File: src/rtl/i2cm_pkg.sv
package i2cm_pkg;

  typedef struct packed {
    logic clearShift;
    logic shiftEn;
    logic shiftBit;
    logic evalNow;
  } ctrlStrobe_t;

  typedef enum logic [2:0] {
    ST_IDLE,
    ST_ADDR,
    ST_EVAL,
    ST_ACKWAIT,
    ST_ACK,
    ST_SKIP
  } ctrlState_t;

endpackage

File: src/rtl/i2cm_ctrl.sv
module i2cm_ctrl
  import i2cm_pkg::*;
#(
  parameter int SYNC_STAGES = 2,
  parameter int ADDR_BITS   = 7
) (
  input  logic        clk,
  input  logic        rstN,
  input  logic        sclIn,
  input  logic        sdaIn,
  input  logic        anyHit,
  output ctrlStrobe_t strobe,
  output logic        ackDrive
);

  localparam int FRAME_BITS = ADDR_BITS + 1;
  localparam int CNT_W      = $clog2(FRAME_BITS + 1);

  logic [SYNC_STAGES-1:0] sclSync, sdaSync;
  logic sclNow, sdaNow, sclPrev, sdaPrev;
  logic sclRise, sclFall, startSeen, stopSeen;
  ctrlState_t state;
  logic [CNT_W-1:0] bitCnt;

  always_ff @(posedge clk or negedge rstN) begin
    if (!rstN) begin
      sclSync <= '1;
      sdaSync <= '1;
      sclPrev <= 1'b1;
      sdaPrev <= 1'b1;
    end else begin
      sclSync <= {sclSync[SYNC_STAGES-2:0], sclIn};
      sdaSync <= {sdaSync[SYNC_STAGES-2:0], sdaIn};
      sclPrev <= sclNow;
      sdaPrev <= sdaNow;
    end
  end

  assign sclNow    = sclSync[SYNC_STAGES-1];
  assign sdaNow    = sdaSync[SYNC_STAGES-1];
  assign sclRise   = sclNow & ~sclPrev;
  assign sclFall   = ~sclNow & sclPrev;
  assign startSeen = sclNow & sclPrev & sdaPrev & ~sdaNow;
  assign stopSeen  = sclNow & sclPrev & ~sdaPrev & sdaNow;

  always_ff @(posedge clk or negedge rstN) begin
    if (!rstN) begin
      state  <= ST_IDLE;
      bitCnt <= '0;
    end else if (startSeen) begin
      state  <= ST_ADDR;
      bitCnt <= '0;
    end else if (stopSeen) begin
      state <= ST_IDLE;
    end else begin
      case (state)
        ST_ADDR: if (sclRise) begin
          bitCnt <= bitCnt + 1'b1;
          if (bitCnt == CNT_W'(FRAME_BITS - 1)) state <= ST_EVAL;
        end
        ST_EVAL:    state <= anyHit ? ST_ACKWAIT : ST_SKIP;
        ST_ACKWAIT: if (sclFall) state <= ST_ACK;
        ST_ACK:     if (sclFall) state <= ST_SKIP;
        default: ;
      endcase
    end
  end

  always_comb begin
    strobe.clearShift = startSeen;
    strobe.shiftEn    = (state == ST_ADDR) && sclRise && !startSeen && !stopSeen;
    strobe.shiftBit   = sdaNow;
    strobe.evalNow    = (state == ST_EVAL) && !startSeen && !stopSeen;
  end

  assign ackDrive = (state == ST_ACK);

endmodule

File: src/rtl/i2cm_datapath.sv
module i2cm_datapath
  import i2cm_pkg::*;
#(
  parameter int NUM_SLOTS = 4,
  parameter int ADDR_BITS = 7,
  parameter int REG_AW    = 4,
  parameter int DATA_W    = 32
) (
  input  logic                         clk,
  input  logic                         rstN,
  input  logic                         regWr,
  input  logic [REG_AW-1:0]            regAddr,
  input  logic [DATA_W-1:0]            regWdata,
  output logic [DATA_W-1:0]            regRdata,
  input  ctrlStrobe_t                  strobe,
  output logic                         anyHit,
  output logic                         matchPulse,
  output logic [$clog2(NUM_SLOTS)-1:0] matchSlot,
  output logic                         matchGc,
  output logic [ADDR_BITS:0]           rxLatched
);

  localparam int FRAME_BITS = ADDR_BITS + 1;
  localparam int SLOT_W     = $clog2(NUM_SLOTS);
  localparam int MASK_BASE  = NUM_SLOTS;
  localparam int DATA_IDX   = 2 * NUM_SLOTS;

  logic [NUM_SLOTS-1:0][FRAME_BITS-1:0] adrBus;
  logic [NUM_SLOTS-1:0][ADDR_BITS-1:0]  mskBus;
  logic [NUM_SLOTS-1:0]                 slotHit;
  logic [FRAME_BITS-1:0]                shiftQ, dataQ;
  logic [ADDR_BITS-1:0]                 rxAddr;
  logic                                 rxIsGc;
  logic [SLOT_W-1:0]                    hitIdx;

  assign rxAddr = shiftQ[FRAME_BITS-1:1];
  assign rxIsGc = (rxAddr == '0);

  for (genvar s = 0; s < NUM_SLOTS; s++) begin : g_slot
    logic [FRAME_BITS-1:0] adrQ;
    logic [ADDR_BITS-1:0]  mskQ;
    always_ff @(posedge clk or negedge rstN) begin
      if (!rstN) begin
        adrQ <= '0;
        mskQ <= '0;
      end else if (regWr) begin
        if (regAddr == REG_AW'(s))             adrQ <= regWdata[FRAME_BITS-1:0];
        if (regAddr == REG_AW'(MASK_BASE + s)) mskQ <= regWdata[FRAME_BITS-1:1];
      end
    end
    assign adrBus[s]  = adrQ;
    assign mskBus[s]  = mskQ;
    assign slotHit[s] = rxIsGc ? adrQ[0]
                      : ((|adrQ) && (((rxAddr ^ adrQ[FRAME_BITS-1:1]) & ~mskQ) == '0));
  end

  assign anyHit = |slotHit;

  always_comb begin
    hitIdx = '0;
    for (int i = NUM_SLOTS - 1; i >= 0; i--)
      if (slotHit[i]) hitIdx = SLOT_W'(i);
  end

  always_ff @(posedge clk or negedge rstN) begin
    if (!rstN) begin
      shiftQ     <= '0;
      dataQ      <= '0;
      matchPulse <= 1'b0;
      matchSlot  <= '0;
      matchGc    <= 1'b0;
    end else begin
      if (strobe.clearShift)   shiftQ <= '0;
      else if (strobe.shiftEn) shiftQ <= {shiftQ[FRAME_BITS-2:0], strobe.shiftBit};
      matchPulse <= strobe.evalNow && anyHit;
      if (strobe.evalNow && anyHit) begin
        matchSlot <= hitIdx;
        matchGc   <= rxIsGc;
        dataQ     <= shiftQ;
      end
    end
  end

  always_comb begin
    regRdata = '0;
    for (int i = 0; i < NUM_SLOTS; i++) begin
      if (regAddr == REG_AW'(i))             regRdata[FRAME_BITS-1:0] = adrBus[i];
      if (regAddr == REG_AW'(MASK_BASE + i)) regRdata[FRAME_BITS-1:1] = mskBus[i];
    end
    if (regAddr == REG_AW'(DATA_IDX)) regRdata[FRAME_BITS-1:0] = dataQ;
  end

  assign rxLatched = dataQ;

endmodule

File: src/rtl/i2c_multi_addr_match.sv
module i2c_multi_addr_match
  import i2cm_pkg::*;
#(
  parameter int NUM_SLOTS   = 4,
  parameter int ADDR_BITS   = 7,
  parameter int REG_AW      = 4,
  parameter int DATA_W      = 32,
  parameter int SYNC_STAGES = 2
) (
  input  logic                         clk,
  input  logic                         rstN,
  input  logic                         regWr,
  input  logic [REG_AW-1:0]            regAddr,
  input  logic [DATA_W-1:0]            regWdata,
  output logic [DATA_W-1:0]            regRdata,
  input  logic                         sclIn,
  input  logic                         sdaIn,
  output logic                         sdaPullLow,
  output logic                         matchPulse,
  output logic [$clog2(NUM_SLOTS)-1:0] matchSlot,
  output logic                         matchGc
);

  ctrlStrobe_t        strobe;
  logic               anyHit;
  logic [ADDR_BITS:0] rxLatched;

  i2cm_ctrl #(.SYNC_STAGES(SYNC_STAGES), .ADDR_BITS(ADDR_BITS)) u_ctrl (
    .clk(clk), .rstN(rstN), .sclIn(sclIn), .sdaIn(sdaIn),
    .anyHit(anyHit), .strobe(strobe), .ackDrive(sdaPullLow)
  );

  i2cm_datapath #(.NUM_SLOTS(NUM_SLOTS), .ADDR_BITS(ADDR_BITS),
                  .REG_AW(REG_AW), .DATA_W(DATA_W)) u_dp (
    .clk(clk), .rstN(rstN), .regWr(regWr), .regAddr(regAddr),
    .regWdata(regWdata), .regRdata(regRdata), .strobe(strobe),
    .anyHit(anyHit), .matchPulse(matchPulse), .matchSlot(matchSlot),
    .matchGc(matchGc), .rxLatched(rxLatched)
  );

endmodule

File: config.mk
export PLATFORM = sky130hd
export DESIGN_NAME = i2c_multi_addr_match
export DESIGN_NICKNAME = d
export VERILOG_FILES = /design/src/rtl/i2cm_pkg.sv /design/src/rtl/i2cm_ctrl.sv /design/src/rtl/i2cm_datapath.sv /design/src/rtl/i2c_multi_addr_match.sv
export SDC_FILE = /design/constraint.sdc
export NUM_CORES = 1
export LEC_CHECK = 0
export CAP_MARGIN = 10
export CORE_MARGIN = 10
export CORE_UTILIZATION = 41
export DETAILED_ROUTE_END_ITERATION = 10
export PLACE_DENSITY = 0.72
export SYNTH_ARGS = -nofsm -noshare
export SYNTH_HDL_FRONTEND = slang
export SYNTH_SLANG_ARGS = --single-unit
File: constraint.sdc
create_clock -name clk -period 8.2 [get_ports clk]
set_clock_uncertainty 0.05 [all_clocks]
set_input_delay 2.05 -clock clk [delete_from_list [all_inputs] [get_ports clk]]
set_output_delay 2.05 -clock clk [all_outputs]
set_load 0.03 [all_outputs]
==> out/metrics.yaml, run 1 <==
cell_area_power_density_nw_per_um2: 268
drv_slew: 0
required_time_of_the_critical_path_ns: 6.10
detail_route.drc_violations: 0
nFillCells: 1009
post_synth_instance_area_um2: 4920
drive_above_1_share_pct: 22.9
synth_top_cells_by_count: "87 x sky130_fd_sc_hd__dfrtp_1, 66 x sky130_fd_sc_hd__mux2_2, 33 x sky130_fd_sc_hd__nand2_1"
count_leader_synth: "sky130_fd_sc_hd__dfrtp_1"
cts_buffer_depth: 2
post_synth_mux_area_share_pct: 18.5
holdBufCountCts: 0
most_common_flop_cell_mapped_by_yosys: "sky130_fd_sc_hd__dfrtp_1"
synth_async_sr_flop_share_pct: 100
yosys_register_bits: 93
gp_congestion: 0.993
viasPerCell: 5.81
drt-pass1-iter-count: 5
wirelength_um: 12400
irDropWorstVdd_v: 0.000114
fmax_mhz: 139
ant_nets: 0
fin_hold_viols: 0
clock_buffer_count_from_cts: 9
synth_compound_gate_area_share_pct: 12.5
post_cts.resized_instances: 0
synthDominantAreaCellType: "sky130_fd_sc_hd__dfrtp_1"
clock_insertion_delay_worst_skew_ns: 0.33
design.core.area_um2: 11600
syn_area_per_cell_um2: 11.3
yosys.area_share.adder_pct: 0.254
grt_max_degree: 52
root_buffer_cell: "sky130_fd_sc_hd__clkbuf_16"
die_width_um: 130
clock_sinks: 93
dr.first_iter.drc_count: 330
final_critical_path_setup_slack_ns: 1.01
synth-edff-count: 0
min_path_type: "register to register"
finalNetCount: 501
detailedPlacementHpwl_um: 9000
first_global_vias: 3557
status: "complete, no violations"
timing.final.crit_share_pct: 87.6
startpoint_type: "input port"
unique_cell_type_count_in_the_yosys_netlist: 54
hold_path_depth: 0
worst_setup_hold_path_clk_slew_ns: 0.06
h-tree-depth: 3
detailroute.via_count: 3520
portBuffers: 29
crit_arrival_ns: 5.09
placement.setup.worst_slack_ns: 1.05
transition_at_the_pin_with_the_smallest_max_transition_slack_ns: 1.11
share_of_the_synthesized_netlist_area_taken_by_xor_and_xnor_gates_pct: 5.52
totalNegativeSetupSlack_ns: 0
max-cap-violations: 0
post-cts-setup-buffer-count: 0
p_leak_nw: 2.28
dieHeight_um: 130
initial_utilization_pct: 42.5
antenna_cells: 0
grt_pass1_wl_um: 19800
synth.top_cell.area_share_pct: 44.3
yosys_warnings: 0
timing.max_slew.rel_slack_pct: 25.1
globalRouteTotalUtil_pct: 15.0
timing.critical_path.slowest_cell_delay_ns: 0.80
ff2ff_path_depth: 7
wire_per_inst_um: 20.4
critPathKind: "input port to output port"
placementRows: 39
crit_slowest_cell: "sky130_fd_sc_hd__clkdlybuf4s50_1"
finalCriticalPeriod_ns: 7.19
share_of_the_yosys_chip_area_belonging_to_registers_pct: 47.5
final-setup-viol-count: 0
cts_tree: "done"
combinational_family_with_the_most_area_after_synthesis: "multiplexers"
critPathCaptureType: "output port"
rsz0062_at_grt: "no"
ys_top_cells_by_area: "sky130_fd_sc_hd__dfrtp_1 44%, sky130_fd_sc_hd__mux2_2 15%, sky130_fd_sc_hd__xnor2_1 5.2%, sky130_fd_sc_hd__buf_4 3.8%, sky130_fd_sc_hd__dfstp_2 3.2%"
initial_antenna_violation_count: 0
post_synth_simple_gate_area_pct: 9.51
syn_inst: 436
cells_traversed_along_the_worst_timing_path: "clkdlybuf4s50_1 -> nor2b_1 -> nor2b_1 -> a22oi_1 -> a31oi_1 -> a221o_1 -> clkdlybuf4s50_1"
critical_path_peak_fanout: 13
io_pins: 78
grt_overflow_total: 0
area_growth_syn_to_layout_pct: 11.7
floorplan.die_area_um2: 16800
-- metrics by stage --
step / hold slack [ns] / util [%] / instances / area (um2) / power, mW
after floorplan: 0.295 / - / 459 / 5000 / 0.979
after global placement: 0.296 / 45.2 / 591 / 5230 / 1.08
after detailed placement: 0.300 / 45.2 / 591 / 5230 / 1.10
after CTS: 0.308 / 47.5 / 606 / 5490 / 1.48
after global routing: 0.313 / 47.5 / 606 / 5490 / 1.56
final: 0.307 / 47.5 / 606 / 5490 / 1.47
-- power breakdown --
| group | internal (mW) | leakage, nW | total [mW] | switching (mW) |
|---|---|---|---|---|
| sequential | 0.553 | 1.16 | 0.685 | 0.132 |
| combinational | 0.209 | 0.983 | 0.412 | 0.203 |
| clock | 0.210 | 0.134 | 0.377 | 0.167 |
| total | 0.971 | 2.28 | 1.47 | 0.503 |
-- final timing paths --
kind,from,slack [ns],end
min in group asynchronous,rstN,1.65,u_dp.g_slot[2].mskQ[6]
hold / removal,u_ctrl.sclSync[0],0.31,u_ctrl.sclSync[1]
hold reg to reg,u_ctrl.sclSync[0],0.31,u_ctrl.sclSync[1]
setup reg to reg,u_dp.shiftQ[2],4.59,u_dp.matchGc
max in group asynchronous,rstN,5.41,u_ctrl.bitCnt[0]
setup / recovery,regAddr[0],1.01,regRdata[4]
-- registers in the layout (all words and copies together), names as in the netlist, 2 cells and up --
signal and flops:
u_dp.matchSlot 2, u_ctrl.sclSync 2, u_ctrl.state 3, u_ctrl.sdaSync 2, u_ctrl.bitCnt 4, u_dp.shiftQ 8
u_dp.g_slot.mskQ 28, u_dp.rxLatched 8, u_dp.g_slot.adrQ 32
-- per-layer routing --
metal	global-route usage, %	share of wire [%]	wire length, um	up-vias
li1	-	-	-	1574
met1	19.8	43	5350	1779
met2	24.3	47	5820	148
met3	2.53	7.1	878	19
met4	5.75	2.5	303	0
met5	0	0	0	-
-- critical path: cells and delay by family --
kind,cells,cell delay [ns]
compound gates,3,0.57
simple gates,2,0.98
buf+inv,2,1.48
-- layout make-up --
class / count / area, um2 / area share, %
multi-input cells: 314 / 2360 / 43.0
flip-flops and latches: 93 / 2330 / 42.5
repair buffers: 33 / 318 / 5.79
clock buffers: 10 / 239 / 4.35
well taps: 143 / 179 / 3.26
inverters: 8 / 30.0 / 0.547
clock inverters: 5 / 27.5 / 0.501
-- placed cells by master (no fill, tap or decap), types with 5 or more instances in the layout --
master,netlist,routed
sky130_fd_sc_hd__nor2_1,24,24
sky130_fd_sc_hd__nand2_1,33,33
sky130_fd_sc_hd__conb_1,1,24
sky130_fd_sc_hd__clkbuf_16,0,9
sky130_fd_sc_hd__a21oi_1,21,21
sky130_fd_sc_hd__nand3_1,5,5
sky130_fd_sc_hd__nor3_1,7,7
sky130_fd_sc_hd__a22oi_1,13,13
sky130_fd_sc_hd__a22o_1,7,7
sky130_fd_sc_hd__mux2_4,8,8
sky130_fd_sc_hd__inv_1,8,8
sky130_fd_sc_hd__a221o_1,7,7
sky130_fd_sc_hd__nor4_1,5,5
sky130_fd_sc_hd__dfstp_2,6,6
sky130_fd_sc_hd__buf_4,25,5
sky130_fd_sc_hd__dfrtp_1,87,87
sky130_fd_sc_hd__o22ai_1,10,10
sky130_fd_sc_hd__nand2b_1,5,5
sky130_fd_sc_hd__xnor2_1,29,29
sky130_fd_sc_hd__a31oi_1,8,8
sky130_fd_sc_hd__clkdlybuf4s50_1,0,28
sky130_fd_sc_hd__mux2_2,66,66
-- cells by family (layout without fill, tap and decap cells) --
logic type / Yosys count / in the layout
other: 1 / 24
AO/OA/AOI/OAI: 87 / 87
AND/OR/NAND/NOR: 95 / 95
multiplexers: 76 / 76
XOR/XNOR: 31 / 31
adder cells (fa/ha/maj): 1 / 1
flip-flops: 93 / 93
buffers and inverters: 52 / 56
Power figures use the tool's default switching activity.
==> run 2: changes to the inputs <==
CORE_MARGIN = 5   (was 10)
CTS_CLUSTER_SIZE = 40   (was unset)
PLACE_DENSITY = 0.74   (was 0.72)
clock period = 5.8 ns   (was 8.2 ns; I/O delays follow)
==> run 2 against run 1 <==
- hold slack got worse by 0.0015 ns
- sequential cell count is the same
- non-clock buffer count is 2 higher
- sequential share of layout area down 0.48 points
- register-to-register slack worse by 2.3 ns
- die area fell by 15%
- design area rose by 1.1%
- critical path depth grew 1
- wire length fell by 3.9%
- total power is 49% higher
- critical endpoint unchanged
==> out/metrics.yaml, run 2 (synthesis results as in run 1) <==
global_route.usage.met3_pct: 3.06
crit_slowest_cell: "sky130_fd_sc_hd__clkdlybuf4s50_1"
finalNetCount: 503
transition_at_the_pin_with_the_smallest_max_transition_slack_ns: 1.06
irDropWorstVdd_v: 0.000196
worst_setup_hold_path_clk_slew_ns: 0.06
h-tree-depth: 3
ant_nets: 0
largest_register: "u_dp.g_slot.adrQ"
holdBufCountCts: 0
area.sequential_um2: 2330
largest_register_ff_count: 32
p_leak_nw: 2.33
hold_slack_ns: 0.306
cts_tree: "done"
critPathCaptureType: "output port"
first_global_vias: 3512
nFillCells: 1030
io_pins: 78
startpoint_type: "input port"
wirelength_um: 11900
antenna_cells: 0
min_path_type: "register to register"
viasPerCell: 5.79
grt.busiest_layer: "met2"
timing.max_slew.rel_slack_pct: 28.6
rsz0062_at_grt: "no"
detailroute.via_count: 3549
critical_path_peak_fanout: 13
crit_arrival_ns: 3.87
cts_buffer_depth: 2
registers_with_the_highest_flip_flop_counts: "u_dp.g_slot.adrQ: 32 flops, u_dp.g_slot.mskQ: 28 flops"
gp_congestion: 0.903
max-cap-violations: 0
final_cell_mix: "87 x sky130_fd_sc_hd__dfrtp_1, 66 x sky130_fd_sc_hd__mux2_2, 33 x sky130_fd_sc_hd__nand2_1"
clock_buffer_count_from_cts: 9
initial_antenna_violation_count: 0
root_buffer_cell: "sky130_fd_sc_hd__clkbuf_16"
status: "complete, no violations"
clock_insertion_delay_worst_skew_ns: 0.34
fmax_mhz: 186
drive_above_1_share_pct: 24.5
wire_per_inst_um: 19.4
design.core.area_um2: 11900
drt-pass1-iter-count: 5
timing.critical_path.buf_inv: 3
required_time_of_the_critical_path_ns: 4.30
portBuffers: 29
cells_traversed_along_the_worst_timing_path: "clkdlybuf4s50_1 -> nor2b_1 -> buf_4 -> nor2b_1 -> a22oi_1 -> a31oi_1 -> a221o_1 -> buf_4"
post_cts.resized_instances: 0
post-cts-setup-buffer-count: 0
initial_utilization_pct: 41.5
multi_input_area_um2: 2360
dr.first_iter.drc_count: 297
grt_max_degree: 63
finalCriticalPeriod_ns: 5.37
totalNegativeSetupSlack_ns: 0
grt_use_met1_pct: 22.7
floorplan.die_area_um2: 14300
placementRows: 40
most_frequent_standard_cell_in_the_layout_excluding_fill_and_tap_cells: "sky130_fd_sc_hd__dfrtp_1"
clock_sinks: 93
timing.final.crit_share_pct: 92.7
detailed_place.area_um2: 5220
globalRouteTotalUtil_pct: 16.9
cell_area_power_density_nw_per_um2: 395
final-setup-viol-count: 0
fin_hold_viols: 0
cpLargestDelayFamily: "buffers and inverters"
grt_pass1_wl_um: 19000
grt_overflow_total: 0
final_design_area_no_fill_um2: 5550
area_growth_syn_to_layout_pct: 12.9
drv_slew: 0
die_width_um: 120
detailedPlacementHpwl_um: 8610
use_met2_pct: 26.9
detail_route.drc_violations: 0
timing.critical_path.slowest_cell_delay_ns: 0.80
critPathKind: "input port to output port"
dieHeight_um: 120
run 2: cell types whose count changed in the layout (fill, tap and decap cells not counted), sizes merged:
cell,before,now
bufinv,0,2
buf,5,13
clkdlybuf4s50,28,22
clkinv,4,2
clkbuf,10,12
clkinvlp,1,0
run 2: stage by stage:
step	util [%]	setup slack (ns)	cells	power, mW
floorplan	-	1.34	459	1.38
global placement	44.0	0.499	596	1.52
detailed placement	44.0	0.487	596	1.55
CTS	46.8	0.478	612	2.19
global route	46.8	0.312	613	2.29
finish	46.8	0.426	613	2.19
run 2: final cells by class:
type	count	area share [%]
multi-input combinational	314	42.6
sequential	93	42.0
timing repair buffer	35	5.68
clock buffer	12	4.62
tap	147	3.31
clock inverter	4	1.26
inverter	8	0.541
run 2: worst register-to-register path: stages (launching register included):
cell and delay [ns]:
sky130_fd_sc_hd__dfrtp_1 0.55, sky130_fd_sc_hd__or4_4 0.60, sky130_fd_sc_hd__nor4_4 0.38, sky130_fd_sc_hd__nor3_1 0.13, sky130_fd_sc_hd__a32o_1 0.31, sky130_fd_sc_hd__a221o_1 0.30
sky130_fd_sc_hd__o21ai_2 0.63, sky130_fd_sc_hd__mux2_2 0.41
run 2: path summary, 6_finish.rpt:
check	startpoint	endpoint	slack, ns	cells after the start
max reg2reg	u_dp.shiftQ[1]	u_dp.matchGc	2.33	7
min in group asynchronous	rstN	u_dp.g_slot[1].mskQ[0]	0.99	1
max in group asynchronous	rstN	u_dp.matchSlot[0]	3.60	2
max	regAddr[0]	regRdata[4]	0.43	8
min reg2reg	u_ctrl.sclSync[0]	u_ctrl.sclSync[1]	0.31	0
min	u_ctrl.sclSync[0]	u_ctrl.sclSync[1]	0.31	0
run 2: power by group:
group / switching (mW) / total [mW] / internal, mW
clock: 0.235 / 0.635 / 0.400
sequential: 0.190 / 0.972 / 0.782
combinational: 0.291 / 0.585 / 0.295
total: 0.716 / 2.19 / 1.48
run 2: layer usage:
layer / wire, um / vias up
li1: - / 1589
met2: 5630 / 154
met5: 0 / -
met1: 5180 / 1782
met4: 366 / 0
met3: 696 / 24
